[config.mk]
export PLATFORM = sky130hd
export DESIGN_NAME = slp_clkgate_ctrl
export DESIGN_NICKNAME = d
export VERILOG_FILES = /design/src/rtl/slp_pkg.sv /design/src/rtl/slp_wake_filter.sv /design/src/rtl/slp_mode_decode.sv /design/src/rtl/slp_wake_timer.sv /design/src/rtl/slp_clkgate_ctrl.sv
export SDC_FILE = /design/constraint.sdc
export NUM_CORES = 1
export LEC_CHECK = 0
export BUFFER_PORTS_ARGS = -buffer_cell sky130_fd_sc_hd__buf_2
export CAP_MARGIN = 20
export CORE_MARGIN = 10
export CORE_UTILIZATION = 45
export DETAILED_ROUTE_END_ITERATION = 7
export PLACE_DENSITY = 0.65
export SETUP_SLACK_MARGIN = 0.5
export SKIP_LAST_GASP = 1
export SLEW_MARGIN = 20
export SYNTH_ARGS = -nofsm -noshare
export SYNTH_HDL_FRONTEND = slang
export SYNTH_SLANG_ARGS = --single-unit
[constraint.sdc]
create_clock -name clk -period 3.9 [get_ports clk]
set_input_delay 0.975 -clock clk [delete_from_list [all_inputs] [get_ports clk]]
set_output_delay 0.975 -clock clk [all_outputs]
set_load 0.01 [all_outputs]
[src/rtl/slp_pkg.sv]
package slp_pkg;

   localparam int NSRC = 12;

   // wake line indices
   localparam int WK_EXT_RST  = 0;
   localparam int WK_WDT_RST  = 1;
   localparam int WK_BOD_RST  = 2;
   localparam int WK_TWI_HIT  = 3;
   localparam int WK_LVL0     = 4;
   localparam int WK_LVL1     = 5;
   localparam int WK_EDGE2    = 6;
   localparam int WK_ADC_DONE = 7;
   localparam int WK_MEM_RDY  = 8;
   localparam int WK_TMR_OVF  = 9;
   localparam int WK_TMR_CMP  = 10;
   localparam int WK_ANY_IRQ  = 11;

   typedef enum logic [2:0] {
      MD_IDLE  = 3'b000,
      MD_QUIET = 3'b001,
      MD_OFF   = 3'b010,
      MD_KEEP  = 3'b011,
      MD_RSV4  = 3'b100,
      MD_RSV5  = 3'b101,
      MD_STBY  = 3'b110,
      MD_XSTBY = 3'b111
   } slp_mode_e;

   typedef enum logic [1:0] {
      ST_RUN   = 2'd0,
      ST_SLEEP = 2'd1,
      ST_WAKE  = 2'd2
   } slp_state_e;

   typedef struct packed {
      logic cpu;
      logic flash;
      logic io;
      logic adc;
      logic asyn;
      logic osc;
   } clk_gate_t;

endpackage

[src/rtl/slp_wake_filter.sv]
module slp_wake_filter #(
   parameter int NSRC        = 12,
   parameter int SYNC_STAGES = 2,
   parameter int HOLD_CYC    = 3
) (
   input  logic            clk,
   input  logic            rst_n,
   input  logic [NSRC-1:0] req,
   output logic [NSRC-1:0] acc
);

   for (genvar i = 0; i < NSRC; i++) begin : g_src
      logic [SYNC_STAGES-1:0] sh;

      always_ff @(posedge clk or negedge rst_n) begin
         if (!rst_n) sh <= '0;
         else        sh <= {sh[SYNC_STAGES-2:0], req[i]};
      end

      if (HOLD_CYC == 0) begin : g_direct
         assign acc[i] = sh[SYNC_STAGES-1];
      end else begin : g_hold
         localparam int HW = $clog2(HOLD_CYC + 1);
         localparam logic [HW-1:0] HMAX = HW'(HOLD_CYC);
         logic [HW-1:0] cnt;

         always_ff @(posedge clk or negedge rst_n) begin
            if (!rst_n)                  cnt <= '0;
            else if (!sh[SYNC_STAGES-1]) cnt <= '0;
            else if (cnt != HMAX)        cnt <= cnt + 1'b1;
         end

         assign acc[i] = (cnt == HMAX);
      end
   end

endmodule

[src/rtl/slp_mode_decode.sv]
module slp_mode_decode
   import slp_pkg::*;
(
   input  logic [2:0]      mode,
   input  logic            async_sel,
   input  logic            tmr_ovf_ie,
   input  logic            tmr_cmp_ie,
   input  logic            gie,
   output clk_gate_t       gate,
   output logic [NSRC-1:0] mask,
   output logic            comp_off,
   output logic            adc_kick,
   output logic            osc_stopped,
   output logic            fixed_wake
);

   logic [NSRC-1:0] base_m, quiet_m, idle_m, keep_m;

   always_comb begin
      base_m = '0;
      base_m[WK_EXT_RST] = 1'b1;
      base_m[WK_WDT_RST] = 1'b1;
      base_m[WK_BOD_RST] = 1'b1;
      base_m[WK_TWI_HIT] = 1'b1;
      base_m[WK_LVL0]    = 1'b1;
      base_m[WK_LVL1]    = 1'b1;
      base_m[WK_EDGE2]   = 1'b1;

      quiet_m = base_m;
      quiet_m[WK_ADC_DONE] = 1'b1;
      quiet_m[WK_MEM_RDY]  = 1'b1;
      quiet_m[WK_TMR_OVF]  = 1'b1;
      quiet_m[WK_TMR_CMP]  = 1'b1;

      idle_m = quiet_m;
      idle_m[WK_ANY_IRQ] = 1'b1;

      keep_m = base_m;
      keep_m[WK_TMR_OVF] = async_sel & tmr_ovf_ie & gie;
      keep_m[WK_TMR_CMP] = async_sel & tmr_cmp_ie & gie;
   end

   always_comb begin
      gate        = '0;
      mask        = base_m;
      comp_off    = 1'b0;
      adc_kick    = 1'b0;
      osc_stopped = 1'b0;
      fixed_wake  = 1'b0;
      case (mode)
         MD_QUIET: begin
            gate.adc  = 1'b1;
            gate.asyn = 1'b1;
            gate.osc  = 1'b1;
            mask      = quiet_m;
            adc_kick  = 1'b1;
         end
         MD_OFF: begin
            comp_off    = 1'b1;
            osc_stopped = 1'b1;
         end
         MD_KEEP: begin
            gate.asyn   = async_sel;
            mask        = keep_m;
            comp_off    = 1'b1;
            osc_stopped = 1'b1;
         end
         MD_STBY: begin
            gate.osc   = 1'b1;
            comp_off   = 1'b1;
            fixed_wake = 1'b1;
         end
         MD_XSTBY: begin
            gate.asyn  = async_sel;
            gate.osc   = 1'b1;
            mask       = keep_m;
            comp_off   = 1'b1;
            fixed_wake = 1'b1;
         end
         default: begin
            // idle and the two reserved codes
            gate.io   = 1'b1;
            gate.adc  = 1'b1;
            gate.asyn = 1'b1;
            gate.osc  = 1'b1;
            mask      = idle_m;
            adc_kick  = 1'b1;
         end
      endcase
   end

endmodule

[src/rtl/slp_wake_timer.sv]
module slp_wake_timer #(
   parameter int W = 8
) (
   input  logic         clk,
   input  logic         rst_n,
   input  logic         load,
   input  logic [W-1:0] val,
   input  logic         run,
   output logic         done
);

   logic [W-1:0] cnt;

   always_ff @(posedge clk or negedge rst_n) begin
      if (!rst_n)                 cnt <= '0;
      else if (load)              cnt <= val;
      else if (run && cnt != '0)  cnt <= cnt - 1'b1;
   end

   assign done = run && (cnt == W'(1));

endmodule

[src/rtl/slp_clkgate_ctrl.sv]
module slp_clkgate_ctrl
   import slp_pkg::*;
#(
   parameter int SYNC_STAGES   = 2,
   parameter int HOLD_CYC      = 3,
   parameter int DLY_W         = 8,
   parameter int STBY_WAKE_CYC = 6
) (
   input  logic             clk,
   input  logic             rst_n,
   input  logic [2:0]       mode_sel,
   input  logic             sleep_en,
   input  logic             sleep_req,
   input  logic             adc_on,
   input  logic             async_sel,
   input  logic             tmr_ovf_ie,
   input  logic             tmr_cmp_ie,
   input  logic             gie,
   input  logic [NSRC-1:0]  wake_req,
   input  logic [DLY_W-1:0] startup_dly,
   output logic             clk_en_cpu,
   output logic             clk_en_flash,
   output logic             clk_en_io,
   output logic             clk_en_adc,
   output logic             clk_en_async,
   output logic             osc_en,
   output logic             adc_start,
   output logic             comp_off,
   output logic             resume
);

   localparam logic [DLY_W-1:0] STBY_V = DLY_W'(STBY_WAKE_CYC);

   if (SYNC_STAGES < 2) begin : g_bad_sync
      $error("SYNC_STAGES must be at least 2");
   end
   if (HOLD_CYC < 0) begin : g_bad_hold
      $error("HOLD_CYC must not be negative");
   end
   if (STBY_WAKE_CYC < 1 || STBY_WAKE_CYC >= (1 << DLY_W)) begin : g_bad_stby
      $error("STBY_WAKE_CYC must fit in DLY_W bits and be non-zero");
   end

   slp_state_e      state;
   logic [2:0]      mode_q;
   logic [NSRC-1:0] acc;

   clk_gate_t       live_gate, q_gate;
   logic [NSRC-1:0] live_mask, q_mask;
   logic            live_comp, q_comp;
   logic            live_kick, q_kick;
   logic            live_ostop, q_ostop;
   logic            live_fix, q_fix;

   logic            live_hit, slp_hit;
   logic [DLY_W-1:0] dly;
   logic            tmr_load, tmr_done;

   slp_wake_filter #(
      .NSRC(NSRC), .SYNC_STAGES(SYNC_STAGES), .HOLD_CYC(HOLD_CYC)
   ) u_filter (
      .clk(clk), .rst_n(rst_n), .req(wake_req), .acc(acc)
   );

   slp_mode_decode u_dec_live (
      .mode(mode_sel), .async_sel(async_sel), .tmr_ovf_ie(tmr_ovf_ie),
      .tmr_cmp_ie(tmr_cmp_ie), .gie(gie), .gate(live_gate), .mask(live_mask),
      .comp_off(live_comp), .adc_kick(live_kick), .osc_stopped(live_ostop),
      .fixed_wake(live_fix)
   );

   slp_mode_decode u_dec_held (
      .mode(mode_q), .async_sel(async_sel), .tmr_ovf_ie(tmr_ovf_ie),
      .tmr_cmp_ie(tmr_cmp_ie), .gie(gie), .gate(q_gate), .mask(q_mask),
      .comp_off(q_comp), .adc_kick(q_kick), .osc_stopped(q_ostop),
      .fixed_wake(q_fix)
   );

   assign live_hit = |(acc & live_mask);
   assign slp_hit  = |(acc & q_mask);

   always_comb begin
      if (q_ostop)    dly = startup_dly;
      else if (q_fix) dly = STBY_V;
      else            dly = '0;
   end

   assign tmr_load = (state == ST_SLEEP) && slp_hit;

   slp_wake_timer #(.W(DLY_W)) u_timer (
      .clk(clk), .rst_n(rst_n), .load(tmr_load), .val(dly),
      .run(state == ST_WAKE), .done(tmr_done)
   );

   always_ff @(posedge clk or negedge rst_n) begin
      if (!rst_n) begin
         state     <= ST_RUN;
         mode_q    <= MD_IDLE;
         resume    <= 1'b0;
         adc_start <= 1'b0;
      end else begin
         resume    <= 1'b0;
         adc_start <= 1'b0;
         unique case (state)
            ST_RUN: begin
               if (sleep_req && sleep_en) begin
                  if (live_hit) begin
                     resume <= 1'b1;
                  end else begin
                     state     <= ST_SLEEP;
                     mode_q    <= mode_sel;
                     adc_start <= adc_on & live_kick;
                  end
               end
            end
            ST_SLEEP: begin
               if (slp_hit) begin
                  if (dly == '0) begin
                     state  <= ST_RUN;
                     resume <= 1'b1;
                  end else begin
                     state <= ST_WAKE;
                  end
               end
            end
            ST_WAKE: begin
               if (tmr_done) begin
                  state  <= ST_RUN;
                  resume <= 1'b1;
               end
            end
            default: state <= ST_RUN;
         endcase
      end
   end

   logic unused_live;
   assign unused_live = ^{live_gate, live_comp, live_ostop, live_fix, q_kick};

   always_comb begin
      if (state == ST_RUN) begin
         clk_en_cpu   = 1'b1;
         clk_en_flash = 1'b1;
         clk_en_io    = 1'b1;
         clk_en_adc   = 1'b1;
         clk_en_async = 1'b1;
         osc_en       = 1'b1;
         comp_off     = 1'b0;
      end else begin
         clk_en_cpu   = q_gate.cpu;
         clk_en_flash = q_gate.flash;
         clk_en_io    = q_gate.io;
         clk_en_adc   = q_gate.adc;
         clk_en_async = q_gate.asyn;
         osc_en       = q_gate.osc | (state == ST_WAKE);
         comp_off     = q_comp;
      end
   end

endmodule

==> results.sh <==
export IMPL_max_stage_delay_ns=0.57
export IMPL_htreeDepth=3
export IMPL_syn_num_nets=257
export IMPL_setup_slack_ns=1.423
export IMPL_synth_common_cells="dfrtp_1, mux2i_1, ha_1"
export IMPL_clockRootBuffer="clkbuf_8"
export IMPL_postCtsSetupRepairBufs=0
export IMPL_final_util=0.5466
export IMPL_crit_path_cell_trace="ha_1 -> or4_4 -> a21oi_2 -> o2111ai_2 -> or4_4 -> mux2_4"
export IMPL_clk_pin_slew_ns=0.07
export IMPL_drtPass1Iterations=4
export IMPL_ir_worst_vdd_v=0.0002479
export IMPL_setup_tns_ns=0
export IMPL_synth_area_leaders="dfrtp_1, ha_1, mux2i_1"
export IMPL_synthFlopType="dfrtp_1"
export IMPL_min_path_type="reg2reg"
export IMPL_pin_count=41
export IMPL_drc_errors=0
export IMPL_cpLargestDelayFamily="simple AND/OR/NAND/NOR gates"
export IMPL_drive_above_1_share=0.2612
export IMPL_grt_pass1_wl_mm=8.742
export IMPL_fin_skew_ns=0.009794
export IMPL_rsz0062_at_grt="false"
export IMPL_finalMaxSlewViolations=0
export IMPL_area_growth_pct=18.21
export IMPL_hold_violations=0
export IMPL_ys_ff_latch=63
export IMPL_cp_required_ns=4.13
export IMPL_path_buf_inv=0
export IMPL_tightestPinTransition_ns=0.7252
export IMPL_grt_ovfl_total=0
export IMPL_r2r_slack_ns=1.42
export IMPL_row_count=28
export IMPL_path_class="reg2reg"
export IMPL_synth_edf_count=0
export IMPL_place_congestion=0.8140
export IMPL_nNetsFinal=309
export IMPL_clock_latency_ns=0.34
export IMPL_rr_worst_depth=6
export IMPL_fmax_mhz=403.7
export IMPL_dp_slack_ns=1.299
export IMPL_crit_slowest_cell="or4_4"
export IMPL_wirelength_mm=5.129
export IMPL_post_dp_hpwl_mm=3.869
export IMPL_status="complete, no violations"
export IMPL_avgViaCountPerCell=5.117
export IMPL_power_density_mw_per_mm2=631.2
export IMPL_crit_path_frequent_cell="or4_4"
export IMPL_cap_violations=0
export IMPL_fp_dieH_um=97.77
export IMPL_grtUsageTotal=0.1135
export IMPL_antenna_found_initial=0
export IMPL_die_x_um=97.77
export IMPL_clockBufferDepth=2
export IMPL_synth_most_common_cell="dfrtp_1"
export IMPL_end_kind="flip-flop"
export IMPL_avgRoutedWirePerCell_um=14.95
export IMPL_ys_types=42
export IMPL_period_minus_slack_ns=2.477
export IMPL_vias=1755
export IMPL_clock_sinks=63
export IMPL_synth_top_area_share=0.5793
export IMPL_path_depth=6
export IMPL_placed_cells=327
export IMPL_dieArea_mm2=0.009558
export IMPL_grt_max_degree=33
export IMPL_ctsResizeCount=0
export IMPL_synth_area_leader_cell="dfrtp_1"
export IMPL_maxSlewHeadroom=0.5165
export IMPL_cp_data_arrival_time_ns=2.71
export IMPL_synthCells=211
export IMPL_p_leak_nw=1.498
export IMPL_async_reset_ff_frac=1.000
export IMPL_port_buffers=40
export IMPL_cts_buffers=9
export IMPL_cts_tree="yes"
export IMPL_syn_area_mm2=0.002721
export IMPL_seq_area_frac_synth=0.5793
export IMPL_setup_viol=0
export IMPL_whs_path_depth=0
export IMPL_ctsHoldBuffers=0
export IMPL_finalCritPeriodShare=0.6352
export IMPL_start_util=0.4624
export IMPL_yosysWarnings=0
export IMPL_ant_nets=0
export IMPL_critical_path_startpoint_type="flip-flop"
export IMPL_grt_pass1_vias=1851
export IMPL_finalNonFillerCells=343
export IMPL_cp_max_fo=4
export IMPL_synth_avg_cell_area_um2=12.90
export IMPL_core_mm2=0.005886
export IMPL_antenna_cells=0
export IMPL_drt_iter0_drc=59
-- per-stage QoR --
step / hold slack [ns] / cell area [um^2] / total power [mW]
final: 0.3512 / 3217 / 2.030
after global placement: 0.3329 / 3023 / 1.469
after detailed placement: 0.3347 / 3023 / 1.486
after floorplan: 0.3312 / 2721 / 1.316
after CTS: 0.3523 / 3217 / 2.054
after global routing: 0.3598 / 3217 / 2.180
-- power breakdown --
group	switching [mW]	internal, mW
Clock	0.265	0.296
Sequential	0.101	0.780
Combinational	0.302	0.287
Total	0.668	1.36
-- cells in the final DEF (no fill, tap or decap), drive strengths merged, types with 3 or more instances in the layout --
cell / instances
xnor2: 13
mux2: 3
mux2i: 17
a31o: 4
dfrtp: 63
nand2b: 3
clkinv: 3
nor4: 4
nand2: 8
and2: 12
nand3: 6
inv: 8
ha: 14
a21oi: 5
nor2b: 13
nor2: 10
a31oi: 3
clkbuf: 9
buf: 42
-- layer usage --
metal  GRT usage  vias up  wire length [um]
li1            -      861                 -
met5           0        -                 0
met4     0.05481        0                55
met2      0.1737       38              2495
met3     0.04369        4               239
met1      0.1375      852              2339
-- worst paths after layout --
path / start / to
worst max register to register: u_filter.g_src[7].g_hold.cnt[0] / mode_q[2]
worst min-delay path: u_filter.g_src[1].sh[0] / u_filter.g_src[1].sh[1]
worst max-delay path: u_filter.g_src[7].g_hold.cnt[0] / mode_q[2]
worst min register to register: u_filter.g_src[1].sh[0] / u_filter.g_src[1].sh[1]
min in group asynchronous: rst_n / u_filter.g_src[9].g_hold.cnt[1]
max in group asynchronous: rst_n / u_filter.g_src[9].sh[1]
-- layout make-up --
class | instances | area (um^2)
clock buffers | 9 | 123.9
clock inverters | 7 | 70.07
flip-flops and latches | 63 | 1577
multi-input cells | 141 | 1115
fillers | 514 | 2669
well taps | 75 | 93.84
inverters | 6 | 22.52
repair buffers | 42 | 215.2
-- worst reg2reg max path: stages (launching register included) --
cell and delay, ns:
dfrtp_1 0.40, ha_1 0.27, or4_4 0.57, a21oi_2 0.13
o2111ai_2 0.13, or4_4 0.56, mux2_4 0.32
-- sequential cells by signal, summed over array words and instances, names as in the netlist --
name / flops
mode_q: 3
u_filter.g_src.g_hold.cnt: 24
u_filter.g_src.sh: 24
state: 2
resume: 1
u_timer.cnt: 8
adc_start: 1
-- cell families (layout without fill, tap and decap cells) --
family | after synthesis | after routing | synth area share
adders and majority gates | 14 | 14 | 0.06437
buffers and inverters | 7 | 64 | 0.01103
xor gates and xnor gates | 13 | 13 | 0.04184
muxes | 20 | 20 | 0.07908
AOI/OAI and AO/OA | 26 | 26 | 0.07449
and+or+nand+nor | 68 | 68 | 0.1499
DFF | 63 | 63 | 0.5793
Note: power is estimated with default switching activity, not from simulation.
